==> config.mk <==
export PLATFORM = sky130hd
export DESIGN_NAME = chr_bank_map
export DESIGN_NICKNAME = d
export VERILOG_FILES = /design/src/rtl/chr_map_pkg.sv /design/src/rtl/chr_mask_gen.sv /design/src/rtl/chr_slot_sel.sv /design/src/rtl/chr_bank_map.sv
export SDC_FILE = /design/constraint.sdc
export NUM_CORES = 1
export LEC_CHECK = 0
export BUFFER_PORTS_ARGS = -buffer_cell sky130_fd_sc_hd__buf_4
export CORE_MARGIN = 2
export CORE_UTILIZATION = 37
export DETAILED_ROUTE_END_ITERATION = 16
export GPL_ROUTABILITY_DRIVEN = 0
export PLACE_DENSITY = 0.81
export SLEW_MARGIN = 5
export SYNTH_ARGS = -nofsm -noshare
export SYNTH_HDL_FRONTEND = slang
export SYNTH_SLANG_ARGS = --single-unit
==> constraint.sdc <==
create_clock -name clk -period 2.4 [get_ports clk]
set_clock_uncertainty 0.2 [all_clocks]
set_input_delay 0.24 -clock clk [delete_from_list [all_inputs] [get_ports clk]]
set_output_delay 0.24 -clock clk [all_outputs]
set_load 0.005 [all_outputs]
==> src/rtl/chr_map_pkg.sv <==
package chr_map_pkg;
  localparam int BANK_W = 8;
  localparam int PAGE_W = 16;
  localparam int SLOT_W = 3;
  localparam int NSLOT  = 1 << SLOT_W;

  // shift amount per mask mode
  function automatic logic [2:0] mode_shift(input logic [2:0] m);
    case (m)
      3'd1:    mode_shift = 3'd1;
      3'd2:    mode_shift = 3'd2;
      3'd4:    mode_shift = 3'd3;
      3'd5:    mode_shift = 3'd4;
      3'd6:    mode_shift = 3'd5;
      default: mode_shift = 3'd0;
    endcase
  endfunction

  function automatic logic [BANK_W-1:0] mode_mask(input logic [2:0] m);
    mode_mask = {BANK_W{1'b1}} >> mode_shift(m);
  endfunction

  function automatic logic [PAGE_W-1:0] outer_base(input logic [3:0] nib,
                                                   input logic [2:0] grp,
                                                   input logic [BANK_W-1:0] mreg,
                                                   input logic [BANK_W-1:0] msk);
    outer_base = (PAGE_W'(nib) << 11) + (PAGE_W'(grp) << 4)
               + PAGE_W'(mreg & ~msk);
  endfunction

  function automatic logic [PAGE_W-1:0] final_page(input logic [PAGE_W-1:0] base,
                                                   input logic [BANK_W-1:0] bank,
                                                   input logic [BANK_W-1:0] msk,
                                                   input logic [PAGE_W-1:0] and_m,
                                                   input logic [PAGE_W-1:0] or_v);
    final_page = ((base | PAGE_W'(bank & msk)) & and_m) | or_v;
  endfunction
endpackage

==> src/rtl/chr_mask_gen.sv <==
module chr_mask_gen
  import chr_map_pkg::*;
(
  input  logic              clk,
  input  logic              rst,
  input  logic [3:0]        outer_nib,
  input  logic [2:0]        grp_bits,
  input  logic [BANK_W-1:0] mode_reg,
  output logic [BANK_W-1:0] mask,
  output logic [PAGE_W-1:0] base
);
  assign mask = mode_mask(mode_reg[2:0]);
  assign base = outer_base(outer_nib, grp_bits, mode_reg, mask);

  // the mask is always a run of ones starting at bit 0
  a_r2_mask_contig: assert property (@(posedge clk) disable iff (rst)
    $onehot({1'b0, mask} + {1'b0, {(BANK_W-1){1'b0}}, 1'b1}));
  // never narrower than three bits
  a_r2_mask_floor: assert property (@(posedge clk) disable iff (rst)
    mask[2:0] == 3'b111);
endmodule

==> src/rtl/chr_slot_sel.sv <==
module chr_slot_sel
  import chr_map_pkg::*;
(
  input  logic [SLOT_W-1:0]       slot_raw,
  input  logic                    swap_halves,
  input  logic [BANK_W-1:0]       bank_a0,
  input  logic [BANK_W-1:0]       bank_a1,
  input  logic [BANK_W-1:0]       bank_b0,
  input  logic [BANK_W-1:0]       bank_b1,
  input  logic [4*BANK_W-1:0]     bank_quad,
  output logic [SLOT_W-1:0]       slot_eff,
  output logic [BANK_W-1:0]       bank_val
);
  logic [BANK_W-1:0] table_q [NSLOT];

  assign table_q[0] = bank_a0;
  assign table_q[1] = bank_a1;
  assign table_q[2] = bank_b0;
  assign table_q[3] = bank_b1;

  genvar k;
  generate
    for (k = 0; k < NSLOT/2; k++) begin : g_quad
      assign table_q[NSLOT/2 + k] = bank_quad[k*BANK_W +: BANK_W];
    end
  endgenerate

  assign slot_eff = slot_raw ^ {swap_halves, {(SLOT_W-1){1'b0}}};
  assign bank_val = table_q[slot_eff];
endmodule

==> src/rtl/chr_bank_map.sv <==
module chr_bank_map
  import chr_map_pkg::*;
#(
  parameter int ALT_VARIANT = 1,
  parameter int PRG_OR_W    = 13
) (
  input  logic                 clk,
  input  logic                 rst,
  input  logic [3:0]           ppu_addr_top,
  input  logic [3:0]           outer_nib,
  input  logic [2:0]           grp_bits,
  input  logic [BANK_W-1:0]    mode_reg,
  input  logic                 swap_halves,
  input  logic [BANK_W-1:0]    bank_a0,
  input  logic [BANK_W-1:0]    bank_a1,
  input  logic [BANK_W-1:0]    bank_b0,
  input  logic [BANK_W-1:0]    bank_b1,
  input  logic [4*BANK_W-1:0]  bank_quad,
  input  logic [PRG_OR_W-1:0]  prg_or,
  input  logic                 ram_bypass,
  input  logic                 mirror_bit,
  output logic [PAGE_W-1:0]    page,
  output logic                 ram_sel,
  output logic                 mirror_h
);
  localparam int OR_SHIFT = 3;
  localparam logic [PAGE_W-1:0] AND_STD = 16'h7FFF;
  localparam logic [PAGE_W-1:0] AND_ALT = 16'h3FFF;

  logic [BANK_W-1:0] mask;
  logic [PAGE_W-1:0] base;
  logic [SLOT_W-1:0] slot_raw, slot_eff;
  logic [BANK_W-1:0] bank_val;
  logic [PAGE_W-1:0] and_m, or_v;
  logic              ram_hit;
  logic [PAGE_W-1:0] banked_page, page_d;

  assign slot_raw = ppu_addr_top[SLOT_W-1:0];

  chr_mask_gen u_mask (
    .clk(clk), .rst(rst), .outer_nib(outer_nib), .grp_bits(grp_bits),
    .mode_reg(mode_reg), .mask(mask), .base(base)
  );

  chr_slot_sel u_slot (
    .slot_raw(slot_raw), .swap_halves(swap_halves),
    .bank_a0(bank_a0), .bank_a1(bank_a1), .bank_b0(bank_b0), .bank_b1(bank_b1),
    .bank_quad(bank_quad), .slot_eff(slot_eff), .bank_val(bank_val)
  );

  generate
    if (ALT_VARIANT != 0) begin : g_alt
      assign and_m   = AND_ALT;
      assign or_v    = PAGE_W'({prg_or, {OR_SHIFT{1'b0}}});
      assign ram_hit = ram_bypass & ~ppu_addr_top[3];
    end else begin : g_std
      logic unused_std;
      assign unused_std = ^{prg_or, ram_bypass};
      assign and_m   = AND_STD;
      assign or_v    = '0;
      assign ram_hit = 1'b0;
    end
  endgenerate

  assign banked_page = final_page(base, bank_val, mask, and_m, or_v);
  assign page_d      = ram_hit ? PAGE_W'(slot_raw) : banked_page;

  always_ff @(posedge clk) begin
    if (rst) begin
      page     <= '0;
      ram_sel  <= 1'b0;
      mirror_h <= 1'b0;
    end else begin
      page     <= page_d;
      ram_sel  <= ram_hit;
      mirror_h <= ~mirror_bit;
    end
  end

  // a RAM page never leaves the 8 KB region
  a_r7_ram_page_small: assert property (@(posedge clk) disable iff (rst)
    ram_sel |-> (page[PAGE_W-1:SLOT_W] == '0));
  // RAM is only selected for an address below 0x2000
  a_r8_ram_low_addr: assert property (@(posedge clk) disable iff (rst)
    (!$past(rst) && ram_sel) |-> !$past(ppu_addr_top[3]));
  // mirroring output is the inverted control one clock later
  a_r9_mirror_inv: assert property (@(posedge clk) disable iff (rst)
    !$past(rst) |-> (mirror_h == !$past(mirror_bit)));
  generate
    if (ALT_VARIANT != 0) begin : g_alt_chk
      // the top two page bits come only from the OR value
      a_r6_top_from_or: assert property (@(posedge clk) disable iff (rst)
        (!$past(rst) && !ram_sel) |-> (page[PAGE_W-1 -: 2] == $past(prg_or[PRG_OR_W-1 -: 2])));
    end else begin : g_std_chk
      // standard variant clears bit 15 and never picks RAM
      a_r6_top_clear: assert property (@(posedge clk) disable iff (rst)
        !page[PAGE_W-1] && !ram_sel);
    end
  endgenerate
endmodule

After elaboration in Yosys (flattened, before gate mapping)

Cells that the tools add are included.

Memories: 0
Memory bits (read-only): 0
Memory bits (writable): 0
Logic and storage cells: 29
Bits in latches: 0
Bits in registers: 18

Add/sub/neg operators: 2
Multipliers: 0
Divide/modulo/power cells: 0
Bitwise operators: 10
Equal/unequal tests: 5
Magnitude comparators: 1
Reduce and logical (&&, ||, !) cells: 1
Shift-type cells: 1
Multiplexer cells: 5

Operator list:

| kind                  | count |
|---|---|
| $bmux W8 S3           | 1 |
| $mux W8               | 2 |
| $or A14 B16 Y16       | 1 |
| $pmux W3 S5           | 1 |
| $add A14 B14 Y14      | 1 |
| $add A14 B7 Y14       | 1 |
| $and A8 B14 Y14       | 1 |
| $not A8 Y14           | 1 |
| $or A14 B8 Y14        | 1 |
| $eq A3 B3 Y1 const B  | 3 |
| $and A8 B8 Y8         | 1 |
| $shr A8 B3 Y8 const A | 1 |
| $ge A4 B4 Y1 const B  | 1 |
| $not A3 Y4            | 1 |
| $eq A3 B1 Y1 const B  | 1 |
| $eq A3 B2 Y1 const B  | 1 |
| $mux W3               | 1 |
| $xor A3 B3 Y3         | 1 |
| $not A1 Y1            | 2 |
| $reduce_or A2 Y1      | 1 |
| $and A1 B1 Y1         | 1 |

Logic depth before layout (Yosys ltp)

Word-level depth: 9
Mapped depth: 9
Depth with buffers taken out: 9

By module

From an unflattened synthesis, not the netlist that was laid out.

Cells, all modules: 146
Area total of the unflattened synthesis: 1590.3 um2

Modules (own cells, without submodules):

| module       | seq. area each (um2) | instances | cells each | area each (um2) |
|---|---|---|---|---|
| chr_bank_map | 360.3                | 1         | 58         | 685.7 |
| chr_slot_sel | 0.0                  | 1         | 48         | 616.8 |
| chr_mask_gen | 0.0                  | 1         | 40         | 287.8 |

Least setup slack after synthesis

No wires, ideal clock.

Kind: input port to flip-flop
From: in mode_reg[2]
To: reg page[5]
Buffers on the path: 1
Setup slack: 0.502 ns
Cell stages on the path: 7
Data arrival time: 1.579 ns
Setup time: 0.120 ns
Required time: 2.080 ns
Cell sequence: clkbuf_1 and3_1 ha_1 inv_1 fa_1 inv_1 o31a_1

Word-level cells in the longest chain between the ends: 8
Elaborated cells on any way between the ends: 13
Those cells by class: add/sub (1); eq/ne (5); shift (1); mux (1); bitwise (5)

Ends and longest elaborated chain:

| what                                 | RTL line           | source |
|---|---|---|
| start, declared                      | chr_bank_map.sv:12 | `input logic [BANK_W-1:0] mode_reg,` |
| $eq A3 B3 Y1 (tied with other cells) | chr_map_pkg.sv:9   | `case (m)` |
| $pmux W3 S5                          | chr_map_pkg.sv:9   |  |
| $shr A8 B3 Y8                        | chr_map_pkg.sv:20  | `mode_mask = {BANK_W{1'b1}} >> mode_shift(m);` |
| $not A8 Y14                          | chr_map_pkg.sv:28  | `+ PAGE_W'(mreg & ~msk);` |
| $and A8 B14 Y14                      | chr_map_pkg.sv:28  |  |
| $add A14 B14 Y14                     | chr_map_pkg.sv:28  |  |
| $or A14 B8 Y14 *                     | chr_map_pkg.sv:36  | `final_page = ((base \| PAGE_W'(bank & msk)) & and_m) \| or_v;` |
| $or A14 B16 Y16 *                    | chr_map_pkg.sv:36  |  |
| end signal, assigned                 | chr_bank_map.sv:74 | `page <= page_d;` |
| end, declared                        | chr_bank_map.sv:22 | `output logic [PAGE_W-1:0] page,` |

Every way passes the cells marked *; elsewhere a longest branch is shown, timed or not.
A chain may end at the register's enable or synchronous reset.

Worst setup path in the final report

From: in mode_reg[0]
To: reg page[8]

Word-level cells in the longest chain between the ends: 8
Elaborated cells on any way between the ends: 12
Those cells by class: add/sub (1); eq/ne (5); shift (1); mux (1); bitwise (4)

Ends and longest elaborated chain:

| what                                 | RTL line |
|---|---|
| $eq A3 B3 Y1 (tied with other cells) | chr_map_pkg.sv:9 |
| $pmux W3 S5                          | chr_map_pkg.sv:9 |
| $shr A8 B3 Y8                        | chr_map_pkg.sv:20 |
| $not A8 Y14                          | chr_map_pkg.sv:28 |
| $and A8 B14 Y14 *                    | chr_map_pkg.sv:28 |
| $add A14 B14 Y14 *                   | chr_map_pkg.sv:28 |
| $or A14 B8 Y14 *                     | chr_map_pkg.sv:36 |
| $or A14 B16 Y16 *                    | chr_map_pkg.sv:36 |

Marked as above.

==> metrics.md <==
| Metric | Value |
|---|---|
| Port Buffer Count | ~120 |
| DRT iter0 DRCs | 54 |
| IO Count | 119 |
| Worst Path Class, Setup | input pin to flip-flop |
| Reg area | approximately 360 um2 |
| VDD IR max | 137 uV |
| Die Span Y | 62.8 um |
| Worst setup EP type | flip-flop |
| Synth Net Count | between 200 and 250 |
| Sink Count | 18 |
| DRC viols | 0 |
| Remaining antenna violation count | 0 |
| Final setup margin | 0.194 ns |
| Initial antenna violation count | 0 |
| Slew Viols, Final | 0 |
| CTS tree | built |
| Relative slew margins | 0.713 |
| Post-CTS Resized | 0 |
| Final Setup Violations | 0 |
| Tightest Hold Check Type | input pin to flip-flop |
| Final min period | approximately 2.2 ns |
| Clock-pin slew on the worst setup and hold paths | 0.10 ns |
| Critical Path RT | 2.44 ns |
| TritonRoute pass-1 iters | 4 |
| CTS buffer count | 3 |
| Fill count | 235 |
| Root buffer cell | clkbuf_4 |
| GRT Resource Usage Total | 0.230 |
| Average wire per standard cell | 14.9 um |
| # hold bufs at CTS | 20 |
| Die footprint | 3950 um2 |
| Ant. Diodes | 0 |
| Dominant synthesized flop cell | dfxtp_1 |
| Placement Setup Slack | 0.314 ns |
| Die Width | ~63 um |
| First-pass GRT wire length | 6920 um |
| Via count of the routed design | 1,415 |
| H-tree depth | 1 |
| Critical path data arrival time | 2.25 ns |
| Fin crit share | 0.919 |
| Vias in the first global route | between 1,500 and 2,000 |
| Yosys warns | 0 |
| Via/cell ratio | around 4.9 |
| Layout area overhead | 88.5% |
| P per Cell Area | 356 nW/um2 |
| Yosys reg bits | 18 |
| FFs w/ async S/R, synth | 0 |
| Starting density of the core | 0.384 |
| Post-synth EDFFs | 0 |
| Core area | 3340 um2 |
| Startpoint Class | input pin |
| Post-CTS Setup Repair Bufs | 0 |
| Total gr overflow | 0 |
| Area occupied by multi-input gates | about 860 um2 |
| # rows | 21 |
| Layout Nets | 351 |
| Max Clk Rate | 453 MHz |
| Distinct cells, synth | 30 |
| Part of the Yosys area used for sequential elements | 0.281 |
| Total Power | between 800 and 900 uW |
| RSZ-0062 raised after global routing | false |
| Largest net degree at the start of global routing | 18 |
| Final hold violation count | 0 |
| Most common cell after layout, fill and taps aside | buf_4 |
| Status | finished, final reports clean |
| Total wire length | 4350 um |
| LEAKAGE | 0.00121 uW |
| Commonest non-fill, non-tap cells in the layout | 117 x buf_4, 20 x dlygate4sd3_1, 18 x dfxtp_1, 12 x nor2_1, 11 x mux4_1 |
| Syn Area/Cell | 11.6 um2 |
| Gate Count Post-Synth | 110 |
| Mapped Area | about 1300 um2 |
| Share of layout cells above drive strength 1 | 0.535 |
| CP Max Fanout | 5 |
| Max-cap viol count | 0 |
| Deepest clock path buffer count | 2 |
| Slew @ Worst Pin | 0.430 ns |
| Detailed Place HPWL | 3290 um |
| Setup_tns | 0 ns |
[power by group]
group / switching, uW / total, uW / internal, uW
sequential: 6.68 / 328 / 322
combinational: 116 / 347 / 232
clock: 92.3 / 185 / 92.6
[worst max-delay path, stage by stage]
cell,delay (ns)
buf_4,0.13
xor2_1,0.18
and3_1,0.17
ha_1,0.16
inv_1,0.06
fa_1,0.41
inv_1,0.07
a21o_1,0.11
a31oi_1,0.07
dlygate4sd3_1,0.56
nor2_1,0.08
[per-layer routing]
metal / up-vias / wire, um / GRT usage
li1: 685 / - / -
met1: 628 / 1640 / 0.257
met2: 98 / 2350 / 0.444
met3: 4 / 325 / 0.0414
met4: 0 / 37 / 0.0583
met5: - / 0 / 0
[cells in the mapped netlist (3+ instances only)]
cell      number  area share
dfxtp_1       18        0.28
nor2_1        12       0.035
mux4_1        11        0.23
a21oi_1        6       0.023
inv_1          6       0.018
mux2i_1        6       0.047
nand2_1        6       0.018
mux4_2         5       0.088
and2_1         4       0.020
clkbuf_1       3      0.0088
ha_1           3       0.029
nor2b_1        3       0.015
o21ai_0        3       0.012
[cell families after synthesis]
group | after synthesis | share of synthesized area
buffers and inverters | 12 | 0.0478
AO/OA/AOI/OAI | 17 | 0.0908
multiplexers | 24 | 0.378
XOR/XNOR | 4 | 0.0420
AND/OR/NAND/NOR | 31 | 0.115
flip-flops | 18 | 0.281
adder cells (fa/ha/maj) | 4 | 0.0449
[sequential cells by signal, indices dropped and copies added, names as in the netlist]
register / count
ram_sel: 1
mirror_h: 1
page: 16
[layout make-up]
cell class              instances  share of cell area
multi-input cells              80               0.356
clock buffers                   4              0.0150
flip-flops and latches         18               0.149
well taps                      46              0.0238
repair buffers                137               0.447
inverters                       6             0.00933
[through the flow]
step                      hold slack [ns]  instances  utilization  area, um2
final                              0.0101        291        0.724       2410
after CTS                          0.0112        291        0.724       2410
after global placement              0.196        267        0.653       2180
after detailed placement            0.224        267        0.653       2180
after floorplan                     0.107        110            -       1280
after global routing               0.0182        291        0.724       2410
[worst paths after layout]
check        start                  to  slack, ns  cells after the start
max    mode_reg[0]  page[8]$_SDFF_PP0_       0.19                     11
min    mode_reg[3]  page[3]$_SDFF_PP0_       0.01                      3
Note: power is estimated with default switching activity, not from simulation.
